## src/rtl/mux_bus_pkg.sv

```systemverilog
package mux_bus_pkg;

  typedef enum logic [2:0] {
    ST_IDLE, ST_T1, ST_T2, ST_TW, ST_T3, ST_HALT, ST_HOLD
  } bus_st_e;

  typedef struct packed {
    logic       rd;
    logic       wr;
    logic       io;
    logic       halt;
    logic [1:0] code;
  } cyc_dec_t;

  function automatic cyc_dec_t cyc_decode(logic [2:0] t);
    cyc_dec_t d;
    d = '{rd: 1'b0, wr: 1'b0, io: 1'b0, halt: 1'b0, code: 2'b00};
    case (t)
      3'd0: begin d.rd = 1'b1; d.code = 2'b11; end
      3'd1: begin d.rd = 1'b1; d.code = 2'b10; end
      3'd2: begin d.wr = 1'b1; d.code = 2'b01; end
      3'd3: begin d.rd = 1'b1; d.io = 1'b1; d.code = 2'b10; end
      3'd4: begin d.wr = 1'b1; d.io = 1'b1; d.code = 2'b01; end
      default: d.halt = 1'b1;
    endcase
    return d;
  endfunction

endpackage

```

## src/rtl/mux_bus_phase.sv

```systemverilog
module mux_bus_phase (
  input  logic clk_i,
  input  logic rst_ni,
  output logic phase_o,
  output logic bnd_o
);
  logic phase_q;

  always_ff @(posedge clk_i or negedge rst_ni) begin
    if (!rst_ni) phase_q <= 1'b0;
    else         phase_q <= ~phase_q;
  end

  assign phase_o = phase_q;
  // second clock of each T-state closes it
  assign bnd_o   = phase_q;
endmodule

```

## src/rtl/mux_bus_fsm.sv

```systemverilog
module mux_bus_fsm
  import mux_bus_pkg::*;
#(
  parameter int AW = 16,
  parameter int DW = 8,
  parameter int TW = 3
) (
  input  logic              clk_i,
  input  logic              rst_ni,
  input  logic              bnd_i,
  input  logic              req_i,
  input  logic [TW-1:0]     type_i,
  input  logic [AW-1:0]     addr_i,
  input  logic [DW-1:0]     wdata_i,
  input  logic              ready_i,
  input  logic              hold_i,
  input  logic [DW-1:0]     ad_i,
  output bus_st_e           st_o,
  output cyc_dec_t          dec_o,
  output logic [AW-1:0]     addr_o,
  output logic [DW-1:0]     wdata_o,
  output logic              rel_o,
  output logic              done_o,
  output logic [DW-1:0]     rdata_o
);
  localparam logic [TW-1:0] HALT_CODE = TW'(5);

  bus_st_e        st_q, st_d;
  cyc_dec_t       dec_q;
  logic [AW-1:0]  addr_q;
  logic [DW-1:0]  wdata_q, rdata_q;
  logic           rel_q, rel_d, done_q, take, fin;

  always_comb begin
    st_d  = st_q;
    take  = 1'b0;
    fin   = 1'b0;
    rel_d = 1'b0;
    if (bnd_i) begin
      case (st_q)
        ST_IDLE, ST_HALT: begin
          if (hold_i) st_d = ST_HOLD;
          else if (req_i) begin
            st_d = ST_T1;
            take = 1'b1;
          end
        end
        ST_T1: begin
          if (dec_q.halt) begin
            st_d = ST_HALT;
            fin  = 1'b1;
          end else begin
            st_d = ST_T2;
          end
        end
        ST_T2, ST_TW: st_d = ready_i ? ST_T3 : ST_TW;
        ST_T3: begin
          fin  = 1'b1;
          st_d = hold_i ? ST_HOLD : ST_IDLE;
        end
        ST_HOLD: begin
          if (!hold_i) begin
            st_d  = ST_IDLE;
            rel_d = 1'b1;
          end
        end
        default: st_d = ST_IDLE;
      endcase
    end
  end

  always_ff @(posedge clk_i or negedge rst_ni) begin
    if (!rst_ni) begin
      st_q    <= ST_IDLE;
      dec_q   <= cyc_decode(HALT_CODE);
      addr_q  <= '0;
      wdata_q <= '0;
      rdata_q <= '0;
      rel_q   <= 1'b0;
      done_q  <= 1'b0;
    end else begin
      st_q   <= st_d;
      rel_q  <= rel_d;
      done_q <= fin;
      if (take) begin
        dec_q   <= cyc_decode(type_i);
        addr_q  <= addr_i;
        wdata_q <= wdata_i;
      end
      if (bnd_i && st_q == ST_T3 && dec_q.rd) rdata_q <= ad_i;
    end
  end

  assign st_o    = st_q;
  assign dec_o   = dec_q;
  assign addr_o  = addr_q;
  assign wdata_o = wdata_q;
  assign rel_o   = rel_q;
  assign done_o  = done_q;
  assign rdata_o = rdata_q;
endmodule

```

## src/rtl/mux_bus_drive.sv

```systemverilog
module mux_bus_drive
  import mux_bus_pkg::*;
#(
  parameter int AW = 16,
  parameter int DW = 8
) (
  input  bus_st_e         st_i,
  input  logic            phase_i,
  input  logic            rel_i,
  input  cyc_dec_t        dec_i,
  input  logic [AW-1:0]   addr_i,
  input  logic [DW-1:0]   wdata_i,
  output logic [AW-DW-1:0] addr_hi_o,
  output logic            addr_hi_oe_o,
  output logic [DW-1:0]   ad_o,
  output logic            ad_oe_o,
  output logic            ale_o,
  output logic [1:0]      status_o,
  output logic            rd_n_o,
  output logic            wr_n_o,
  output logic            io_m_o,
  output logic            ctl_oe_o,
  output logic            hlda_o
);
  logic data_ph, drive;

  always_comb begin
    data_ph      = (st_i == ST_T2) || (st_i == ST_TW) || (st_i == ST_T3);
    drive        = ((st_i == ST_IDLE) || (st_i == ST_T1) || data_ph) && !rel_i;
    addr_hi_oe_o = drive;
    ctl_oe_o     = drive;
    ad_oe_o      = (st_i == ST_T1) || (data_ph && dec_i.wr);
    ale_o        = (st_i == ST_T1) && !phase_i;
    rd_n_o       = !(data_ph && dec_i.rd);
    // write strobe ends one clock before data is released
    wr_n_o       = !(dec_i.wr && (data_ph && !(st_i == ST_T3 && phase_i)));
    ad_o         = (st_i == ST_T1) ? addr_i[DW-1:0] : wdata_i;
    addr_hi_o    = addr_i[AW-1:DW];
    status_o     = dec_i.code;
    io_m_o       = dec_i.io;
    hlda_o       = (st_i == ST_HOLD);
  end
endmodule

```

## src/rtl/mux_bus_seq.sv

```systemverilog
module mux_bus_seq
  import mux_bus_pkg::*;
#(
  parameter int AW = 16,
  parameter int DW = 8,
  parameter int TW = 3
) (
  input  logic             clk_i,
  input  logic             rst_ni,
  input  logic             req_i,
  input  logic [TW-1:0]    type_i,
  input  logic [AW-1:0]    addr_i,
  input  logic [DW-1:0]    wdata_i,
  output logic             done_o,
  output logic [DW-1:0]    rdata_o,
  output logic [AW-DW-1:0] addr_hi_o,
  output logic             addr_hi_oe_o,
  output logic [DW-1:0]    ad_o,
  input  logic [DW-1:0]    ad_i,
  output logic             ad_oe_o,
  output logic             ale_o,
  output logic [1:0]       status_o,
  output logic             rd_n_o,
  output logic             wr_n_o,
  output logic             io_m_o,
  output logic             ctl_oe_o,
  input  logic             ready_i,
  input  logic             hold_i,
  output logic             hlda_o
);
  logic          phase, bnd, rel;
  bus_st_e       st;
  cyc_dec_t      dec;
  logic [AW-1:0] addr_q;
  logic [DW-1:0] wdata_q;

  mux_bus_phase u_phase (
    .clk_i   (clk_i),
    .rst_ni  (rst_ni),
    .phase_o (phase),
    .bnd_o   (bnd)
  );

  mux_bus_fsm #(.AW(AW), .DW(DW), .TW(TW)) u_fsm (
    .clk_i   (clk_i),
    .rst_ni  (rst_ni),
    .bnd_i   (bnd),
    .req_i   (req_i),
    .type_i  (type_i),
    .addr_i  (addr_i),
    .wdata_i (wdata_i),
    .ready_i (ready_i),
    .hold_i  (hold_i),
    .ad_i    (ad_i),
    .st_o    (st),
    .dec_o   (dec),
    .addr_o  (addr_q),
    .wdata_o (wdata_q),
    .rel_o   (rel),
    .done_o  (done_o),
    .rdata_o (rdata_o)
  );

  mux_bus_drive #(.AW(AW), .DW(DW)) u_drive (
    .st_i         (st),
    .phase_i      (phase),
    .rel_i        (rel),
    .dec_i        (dec),
    .addr_i       (addr_q),
    .wdata_i      (wdata_q),
    .addr_hi_o    (addr_hi_o),
    .addr_hi_oe_o (addr_hi_oe_o),
    .ad_o         (ad_o),
    .ad_oe_o      (ad_oe_o),
    .ale_o        (ale_o),
    .status_o     (status_o),
    .rd_n_o       (rd_n_o),
    .wr_n_o       (wr_n_o),
    .io_m_o       (io_m_o),
    .ctl_oe_o     (ctl_oe_o),
    .hlda_o       (hlda_o)
  );
endmodule

```

## config.mk

```make
export PLATFORM = sky130hd
export DESIGN_NAME = mux_bus_seq
export DESIGN_NICKNAME = d
export VERILOG_FILES = /design/src/rtl/mux_bus_pkg.sv /design/src/rtl/mux_bus_phase.sv /design/src/rtl/mux_bus_fsm.sv /design/src/rtl/mux_bus_drive.sv /design/src/rtl/mux_bus_seq.sv
export SDC_FILE = /design/constraint.sdc
export NUM_CORES = 1
export LEC_CHECK = 0
export BUFFER_PORTS_ARGS = -buffer_cell sky130_fd_sc_hd__buf_2
export CELL_PAD_IN_SITES_DETAIL_PLACEMENT = 1
export CELL_PAD_IN_SITES_GLOBAL_PLACEMENT = 1
export CORE_ASPECT_RATIO = 0.7
export CORE_MARGIN = 4
export CORE_UTILIZATION = 35
export CTS_BUF_LIST = sky130_fd_sc_hd__clkbuf_4 sky130_fd_sc_hd__clkbuf_8 sky130_fd_sc_hd__clkbuf_16
export DETAILED_ROUTE_END_ITERATION = 8
export GPL_TIMING_DRIVEN = 0
export PLACE_DENSITY = 0.77
export SYNTH_ARGS = -nofsm -noshare
export SYNTH_HDL_FRONTEND = slang
export SYNTH_SLANG_ARGS = --single-unit
```

## constraint.sdc

```tcl
create_clock -name clk_i -period 2.3 [get_ports clk_i]
set_input_delay 0.23 -clock clk_i [delete_from_list [all_inputs] [get_ports clk_i]]
set_output_delay 0.23 -clock clk_i [all_outputs]
set_load 0.01 [all_outputs]
```

==> qor.yml <==
cp-end-kind: "output pin"
synth.distinct_cells: 34
period_needed_ps: 2070
syn2layout_area_growth_pct: 26.4
antenna_found_initial: 0
cts_tree: "done"
tightest_slew_ps: 980
htree_num_levels: 2
multi_input_comb_area_um2: 868
skew_ps: 2.21
drcViolationCount: 0
power.leakage_nw: 1.42
drtAntennaViolNets: 0
crit_start: "u_fsm.st_o[0]"
status: "finished clean"
dieWidth_um: 102
rrSetupSlack_ps: 430
synth_top_area_cell: "dfrtp_1"
post_cts_buffers: 0
min_period_over_period_pct: 90.2
synth_top_family_by_area: "multiplexers"
numCtsBuffers: 5
grt_max_degree: 45
cts.sinks: 44
top_layer_used: "met4"
synth_adder_area_share_pct: 0
arrival_ps: 1840
final_common_cell: "buf_2"
final_cell_mix: "buf_2, dfrtp_1, mux2_4, mux2_2, buf_4"
design_area_um2: 2720
rows: 23
ios: 75
hpwl_um: 3650
cap_violations: 0
clk_latency_ps: 290
core_um2: 5840
routedWlPerCell_um: 15.6
ys_ff_latch: 44
post-place-ws_ps: 277
antenna_cells: 0
die_h_um: 73.6
dr.pass1.iters: 4
netlist_area_um2: 2150
p_per_area_nw_per_um2: 1320
synth_top_flop_cell: "dfrtp_1"
synth_nets: 203
nets: 284
hold_class: "in -> async"
path_class: "reg -> out"
gp_congestion: 0.761
clock.fmax_mhz: 482
synth_xor_area_share_pct: 0.813
met1_length_um: 2370
clkTransAtPathRegs_ps: 90
grt_pass1_wl_um: 8050
grt_pass1_vias: 1613
track_usage_pct: 13.7
finalWorstSetupSlack_ps: 225
syn-mean-instance-area_um2: 13.2
synth_compound_area_share_pct: 5.40
async_flop_share_pct: 100
placed_area_um2: 2620
slew_headroom_pct: 34.7
dr_wl_met2_um: 2290
grt_overflow: 0
start_util_pct: 36.9
drt_iter0_markers: 6
synth_edf_count: 0
post-route-util_pct: 46.6
timing.final.max_slew_violations: 0
cts_root_buffer: "clkbuf_8"
synth_top_area_share_pct: 49.9
syn_inst: 163
numPortBuffers: 74
tns_ps: 0
synth-simple-area-share_pct: 7.03
rsz0062_at_grt: "no"
crit_fanout: 9
yosysWarnings: 0
cts_hold_buf: 0
met3_length_um: 316
cts_buffer_depth: 2
required_ps: 2070
synth-seq-area-share_pct: 51.2
ys_top_cells_by_area: "dfrtp_1, mux2_4, mux2_2"
vias: 1506
routed_wl_um: 5000
synthMuxAreaShare_pct: 26.8
hold_viol: 0
die_area_um2: 7500
via_per_inst: 4.71
seq_area_um2: 1100
regToRegStartpoint: "u_fsm.st_o[2]"
setup_viol: 0
max-vdd-ir-drop_v: 0.000581
nFillCells: 649
drive_gt1_share_pct: 59.6
cp-start-kind: "register"
## sequential cells by signal (all words and copies together) (netlist names)
name / flops
u_phase.bnd_o: 1
u_fsm.rel_o: 1
u_fsm.rdata_o: 8
u_fsm.done_o: 1
u_fsm.st_o: 3
u_fsm.wdata_o: 8
u_fsm.dec_o: 6
u_fsm.addr_o: 16
## repair_timing
item | 4_1_cts | 5_1_grt
endpoints found under the hold margin | 0 | 0
gates resized for setup | 1 | 0
endpoints found under the setup margin | 8 | 0
## per-stage QoR
stage | hold slack (ps) | power (mW) | instances
after floorplan | -65.6 | 2.54 | 163
after detailed placement | 459 | 3.10 | 312
after global routing | 144 | 3.87 | 320
final | 90.8 | 3.60 | 320
after CTS | 137 | 3.66 | 320
after global placement | 460 | 3.05 | 312
## layout make-up
cell class	instances	share of cell area, %
Buffer	20	6.43
Clock buffer	6	3.03
Clock inverter	2	0.551
Inverter	4	0.551
Multi-Input combinational cell	95	31.9
Sequential cell	44	40.5
Tap cell	75	3.45
Timing Repair Buffer	74	13.6
## layer usage
layer	global-route usage [%]	vias up
met5	0	-
met2	22.2	44
met4	1.77	0
met1	18.8	745
met3	3.98	2
li1	-	715
## final timing paths
kind | to | cells after the start
setup reg to reg | u_fsm.addr_o[3] | 6
min in group clk_i | u_fsm.addr_o[6] | 2
setup / recovery | ad_o[7] | 4
max in group asynchronous | u_fsm.rdata_o[1] | 1
hold / removal | u_fsm.dec_o[0] | 1
hold reg to reg | u_fsm.dec_o[0] | 1
## synth_stat cells (2+ instances only)
library cell / count
dfrtp_1: 43
mux2_4: 22
mux2_2: 21
buf_4: 11
nand2_1: 10
nor2_1: 8
o21ai_0: 6
inv_1: 4
buf_6: 3
nand2b_1: 3
a211oi_1: 2
a21o_1: 2
a21oi_1: 2
a31oi_1: 2
buf_12: 2
buf_2: 2
nand3_1: 2
nor3_1: 2
## cells by family (layout without fill, tap and decap cells)
logic type,after synthesis,after routing
multiplexers,44,44
flip-flops,44,44
AND/OR/NAND/NOR,31,31
buffers and inverters,24,106
AO/OA/AOI/OAI,18,18
XOR/XNOR,2,2
## critical path: stages, from the launching register on
cell and delay, ps:
dfrtp_1 330, buf_2 180, nor3b_4 510, mux2_2 400, buf_2 140
## power by group
part | switching [mW] | internal [mW] | total, mW
combinational | 0.733 | 1.00 | 1.74
clock | 0.280 | 0.244 | 0.523
sequential | 0.201 | 1.14 | 1.34
(Power assumes the default switching activity.)
